### config.mk
export PLATFORM = sky130hd
export DESIGN_NAME = lapic_timer
export DESIGN_NICKNAME = d
export VERILOG_FILES = /design/src/rtl/lapic_timer_pkg.sv /design/src/rtl/lapic_timer_ctrl.sv /design/src/rtl/lapic_timer_dp.sv /design/src/rtl/lapic_timer.sv
export SDC_FILE = /design/constraint.sdc
export NUM_CORES = 1
export LEC_CHECK = 0
export CAP_MARGIN = 10
export CORE_MARGIN = 4
export CORE_UTILIZATION = 39
export CTS_CLUSTER_DIAMETER = 100
export DETAILED_ROUTE_END_ITERATION = 10
export PLACE_DENSITY_LB_ADDON = 0.15
export SKIP_CTS_REPAIR_TIMING = 1
export SYNTH_ARGS = -nofsm -noshare
export SYNTH_HDL_FRONTEND = slang
export SYNTH_SLANG_ARGS = --single-unit
### constraint.sdc
create_clock -name clk -period 8.15 [get_ports clk]
set_input_delay 1.2225 -clock clk [delete_from_list [all_inputs] [get_ports clk]]
set_output_delay 1.2225 -clock clk [all_outputs]
set_load 0.02 [all_outputs]
### src/rtl/lapic_timer_pkg.sv
package lapic_timer_pkg;
  localparam int REG_W = 32;
  localparam int VEC_PERIODIC_BIT = 17;
  localparam int VEC_MASK_BIT = 16;
  localparam int VEC_MODE_LSB = 8;
  localparam logic [REG_W-1:0] DIV_WR_MASK = 32'h0000_000B;
  localparam logic [REG_W-1:0] VEC_RESET = 32'h0001_0000;

  typedef enum logic [1:0] {
    REG_VECTOR  = 2'd0,
    REG_INIT    = 2'd1,
    REG_CURRENT = 2'd2,
    REG_DIVIDE  = 2'd3
  } regSel_t;

  typedef struct packed {
    logic loadInit;
    logic countDown;
    logic reload;
    logic fire;
  } tmrStrobe_t;
endpackage

### src/rtl/lapic_timer_ctrl.sv
module lapic_timer_ctrl
  import lapic_timer_pkg::*;
(
  input  logic       clk,
  input  logic       rstN,
  input  logic       initWr,
  input  logic       initWrNonZero,
  input  logic       tick,
  input  logic       curIsZero,
  input  logic       initIsZero,
  input  logic       periodic,
  input  logic       masked,
  output tmrStrobe_t strobe
);
  logic armed;
  logic armedNext;

  always_comb begin
    strobe = '0;
    armedNext = armed;
    if (initWr) begin
      strobe.loadInit = 1'b1;
      armedNext = initWrNonZero;
    end else if (tick) begin
      if (!curIsZero) begin
        strobe.countDown = 1'b1;
      end else if (periodic) begin
        strobe.reload = 1'b1;
        strobe.fire = !initIsZero && !masked;
      end else if (armed) begin
        strobe.fire = !masked;
        armedNext = 1'b0;
      end
    end
  end

  always_ff @(posedge clk or negedge rstN) begin
    if (!rstN) armed <= 1'b0;
    else armed <= armedNext;
  end
endmodule

### src/rtl/lapic_timer_dp.sv
module lapic_timer_dp
  import lapic_timer_pkg::*;
#(
  parameter int COUNT_W = 32,
  parameter int PRESC_W = 7
) (
  input  logic               clk,
  input  logic               rstN,
  input  logic               regWrEn,
  input  logic [1:0]         regWrAddr,
  input  logic [REG_W-1:0]   regWrData,
  input  logic [1:0]         regRdAddr,
  output logic [REG_W-1:0]   regRdData,
  input  tmrStrobe_t         strobe,
  output logic               initWr,
  output logic               initWrNonZero,
  output logic               tick,
  output logic               curIsZero,
  output logic               initIsZero,
  output logic               periodic,
  output logic               masked,
  output logic [REG_W-1:0]   vecEntry,
  output logic [COUNT_W-1:0] initCount,
  output logic [COUNT_W-1:0] curCount,
  output logic               irqValid,
  output logic [7:0]         irqVector,
  output logic [2:0]         irqMode
);
  localparam int SHIFT_W = $clog2(PRESC_W + 1);

  logic [REG_W-1:0]   divCfg;
  logic [PRESC_W-1:0] prescaler;
  logic [PRESC_W-1:0] lowMask;
  logic [2:0]         divCode;
  logic [SHIFT_W-1:0] shiftAmt;

  assign initWr        = regWrEn && (regWrAddr == REG_INIT);
  assign initWrNonZero = |regWrData[COUNT_W-1:0];
  assign periodic      = vecEntry[VEC_PERIODIC_BIT];
  assign masked        = vecEntry[VEC_MASK_BIT];
  assign curIsZero     = (curCount == '0);
  assign initIsZero    = (initCount == '0);

  assign divCode  = {divCfg[3], divCfg[1:0]};
  assign shiftAmt = SHIFT_W'(3'(divCode + 3'd1));

  always_comb begin
    for (int i = 0; i < PRESC_W; i++) begin
      lowMask[i] = (i < int'(shiftAmt));
    end
  end

  assign tick = ((prescaler & lowMask) == lowMask);

  always_ff @(posedge clk or negedge rstN) begin
    if (!rstN) begin
      vecEntry <= VEC_RESET;
      divCfg   <= '0;
    end else if (regWrEn) begin
      if (regWrAddr == REG_VECTOR) vecEntry <= regWrData;
      if (regWrAddr == REG_DIVIDE) divCfg <= regWrData & DIV_WR_MASK;
    end
  end

  always_ff @(posedge clk or negedge rstN) begin
    if (!rstN) begin
      initCount <= '0;
      curCount  <= '0;
      prescaler <= '0;
    end else begin
      prescaler <= strobe.loadInit ? '0 : prescaler + 1'b1;
      if (strobe.loadInit) begin
        initCount <= regWrData[COUNT_W-1:0];
        curCount  <= regWrData[COUNT_W-1:0];
      end else if (strobe.reload) begin
        curCount <= initCount;
      end else if (strobe.countDown) begin
        curCount <= curCount - 1'b1;
      end
    end
  end

  always_ff @(posedge clk or negedge rstN) begin
    if (!rstN) begin
      irqValid  <= 1'b0;
      irqVector <= '0;
      irqMode   <= '0;
    end else begin
      irqValid <= strobe.fire;
      if (strobe.fire) begin
        irqVector <= vecEntry[7:0];
        irqMode   <= vecEntry[VEC_MODE_LSB +: 3];
      end
    end
  end

  always_comb begin
    unique case (regSel_t'(regRdAddr))
      REG_VECTOR:  regRdData = vecEntry;
      REG_INIT:    regRdData = REG_W'(initCount);
      REG_CURRENT: regRdData = REG_W'(curCount);
      REG_DIVIDE:  regRdData = divCfg;
      default:     regRdData = '0;
    endcase
  end
endmodule

### src/rtl/lapic_timer.sv
module lapic_timer
  import lapic_timer_pkg::*;
#(
  parameter int COUNT_W = 32,
  parameter int PRESC_W = 7
) (
  input  logic        clk,
  input  logic        rstN,
  input  logic        regWrEn,
  input  logic [1:0]  regWrAddr,
  input  logic [31:0] regWrData,
  input  logic [1:0]  regRdAddr,
  output logic [31:0] regRdData,
  output logic        irqValid,
  output logic [7:0]  irqVector,
  output logic [2:0]  irqMode
);
  tmrStrobe_t         strobe;
  logic               initWr;
  logic               initWrNonZero;
  logic               tick;
  logic               curIsZero;
  logic               initIsZero;
  logic               periodic;
  logic               masked;
  logic [31:0]        vecEntry;
  logic [COUNT_W-1:0] initCount;
  logic [COUNT_W-1:0] curCount;

  lapic_timer_ctrl u_ctrl (
    .clk(clk), .rstN(rstN), .initWr(initWr), .initWrNonZero(initWrNonZero),
    .tick(tick), .curIsZero(curIsZero), .initIsZero(initIsZero),
    .periodic(periodic), .masked(masked), .strobe(strobe)
  );

  lapic_timer_dp #(.COUNT_W(COUNT_W), .PRESC_W(PRESC_W)) u_dp (
    .clk(clk), .rstN(rstN), .regWrEn(regWrEn), .regWrAddr(regWrAddr),
    .regWrData(regWrData), .regRdAddr(regRdAddr), .regRdData(regRdData),
    .strobe(strobe), .initWr(initWr), .initWrNonZero(initWrNonZero),
    .tick(tick), .curIsZero(curIsZero), .initIsZero(initIsZero),
    .periodic(periodic), .masked(masked), .vecEntry(vecEntry),
    .initCount(initCount), .curCount(curCount), .irqValid(irqValid),
    .irqVector(irqVector), .irqMode(irqMode)
  );
endmodule

==> impl_metrics.yaml <==
floorplanning:
  boundaryPins: 83
  core_area_mm2: 0.01664
  dieHeight_um: 138.8
  fp-row-count: 47
  start_util_pct: 40.07
  fp.dieW_um: 138.8
  design.die.area_mm2: 0.01926
detailed_routing:
  wl_per_cell_um: 21.32
  firstDrtPassIters: 5
  drc: 0
  detail-route-antenna-nets: 0
  vias: 5803
  drt-total-wl_um: 20830
  drt-initial-drc-count: 592
  vias_per_cell: 5.940
cells_and_area:
  layout_commonest_cell: "dfrtp_1"
  area.growth.synth_to_final_pct: 22.51
  stdcell_count: 977
  most-common-layout-cells: "118 x dfrtp_1, 97 x nand2_1, 80 x clkdlybuf4s50_1"
  num_antenna_cells: 0
  nets: 788
  drive_gt1_share_pct: 13.74
  fin_area_mm2: 0.008170
sta:
  min_period_over_period_pct: 60.70
  setup-violations-final: 0
  worst_slew_pin_slew_ns: 0.9395
  max-slew-margin-rel_pct: 36.99
  fin_ws_ns: 3.203
  fin_skew_ns: 0.006952
  hold_viol: 0
  fmax_mhz: 202.2
  fin_tns_setup_ns: 0
  fin_crit_ns: 4.947
  whs_ns: 0.5003
  final_max_slew_viol_count: 0
  rsz0062_at_grt: "false"
clock_network:
  numClockSinks: 119
  cts-root-buf: "clkbuf_16"
  cts_max_level: 4
  cts_buffer_depth: 2
  clk_transition_reported_paths_ns: 0.05
  insertion_delay_ns: 0.42
  cts_buffers: 17
  cts_tree: "built"
place:
  place_area_mm2: 0.007620
  place_inst: 946
  port_buffers: 82
  dp_hpwl_um: 14140
  pre_cts_slack_ns: 3.179
  gp_congestion: 0.9274
setup_path:
  critical_path.slowest_cell: "clkdlybuf4s50_1"
  crit_type: "in -> out"
  arrival_ns: 3.72
  end_kind: "output port"
  worstSetupStartpointType: "input port"
  max_stage_delay_ns: 0.64
  path_max_fanout: 33
  required_ns: 6.93
  path_cells: "clkdlybuf4s50_1 -> buf_4 -> nor2b_2 -> buf_4 -> nand2_1 -> o21ai_0 -> clkdlybuf4s50_1"
power:
  ir_drop_v: 0.0001538
  p_leak_nw: 3.451
  p_per_area_mw_per_mm2: 282.7
synth:
  ys_types: 59
  yosysWarnings: 0
  synth_largest_area_cell: "dfrtp_1"
  synthFlopType: "dfrtp_1"
  synth_fp_nets: 724
  synth_top_area_share_pct: 44.28
  ys_ff_latch: 119
  seq_area_frac_synth_pct: 44.67
  ys_top_cells_by_area: "dfrtp_1 44%, mux2_2 7.8%, nand2_1 5.5%"
  netlist_area_mm2: 0.006669
  ys_async_sr_fraction_pct: 100.0
  syn-instance-count: 681
  syn_avg_cell_area_um2: 9.793
  synth_edf_count: 0
global_route:
  grt_max_degree: 67
  grt_pass1_wl_um: 33370
  grt_overflow_total: 0
  grt_pass1_vias: 5904
  grtUsageTotal_pct: 21.90
  grt_antenna_before_repair: 0
flow_run:
  max_cap_viol_count: 0
run_status:
  status: "completed"
min_path:
  worst_hold_path_type: "reg -> reg"
[final timing paths]
path	from	endpoint	slack (ns)	cells after the start
min	u_dp.irqMode[1]	u_dp.irqMode[1]	0.50	1
min in group asynchronous	rstN	u_dp.irqVector[3]	0.85	1
max reg2reg	u_dp.divCfg[0]	u_dp.irqMode[0]	4.43	7
max	regRdAddr[1]	regRdData[17]	3.20	7
min reg2reg	u_dp.irqMode[1]	u_dp.irqMode[1]	0.50	1
max in group asynchronous	rstN	u_dp.vecEntry[20]	5.93	2
[cell usage after synthesis, types with 10 or more instances]
library cell / count
nor4_1: 22
nand2_1: 97
mux2i_1: 31
dfrtp_1: 118
o21ai_0: 46
a21o_1: 23
nor2_1: 38
xnor2_1: 10
nor3_1: 22
o2bb2ai_1: 10
a21oi_1: 15
clkbuf_1: 31
and2_1: 20
mux2_2: 46
a221oi_1: 12
nand3_1: 12
or3_1: 10
[routing by layer]
layer  GRT usage (%)  up-vias  share of wire, %
met1           30.80     2900                46
met5               0        -                 0
met2           33.27      220                46
met4           8.805        0               2.5
li1                -     2642                 -
met3           4.379       41               5.8
[layout make-up]
type | count | area [um^2]
clock buffers | 22 | 474.2
well taps | 220 | 275.3
multi-input cells | 510 | 3466
inverters | 7 | 26.28
fillers | 1537 | 8472
repair buffers | 90 | 873.3
clock inverters | 9 | 76.32
flip-flops and latches | 119 | 2979
[through the flow]
stage               utilization [%]  power (mW)
finish                        49.09       2.310
global route                  49.09       2.436
global placement              45.79       1.588
detailed placement            45.79       1.605
CTS                           49.09       2.315
floorplan                         -       1.359
[sequential cells by signal, summed over array words and instances, names as in the netlist]
signal          cells
u_ctrl.armed        1
u_dp.vecEntry      32
u_dp.initCount     32
u_dp.irqVector      8
u_dp.curCount      32
u_dp.prescaler      7
u_dp.irqMode        3
u_dp.irqValid       1
u_dp.divCfg         3
[report_power, final]
group / internal, mW / switching [mW]
clock network: 0.438 / 0.263
registers: 0.733 / 0.206
logic: 0.310 / 0.360
[critical path: cells and delay by family]
kind            cells  cell delay [ns]
buf+inv             4             1.83
simple gates        2             0.56
compound gates      1             0.09
[logic make-up after synthesis]
group,after synthesis,share of synthesized area (%)
compound gates,152,16.02
xor+xnor,17,2.233
fa+ha+maj,4,0.7505
buf+inv,52,3.584
flops,119,44.67
mux,80,13.43
simple gates,257,19.31
Note: power is estimated with default switching activity, not from simulation.
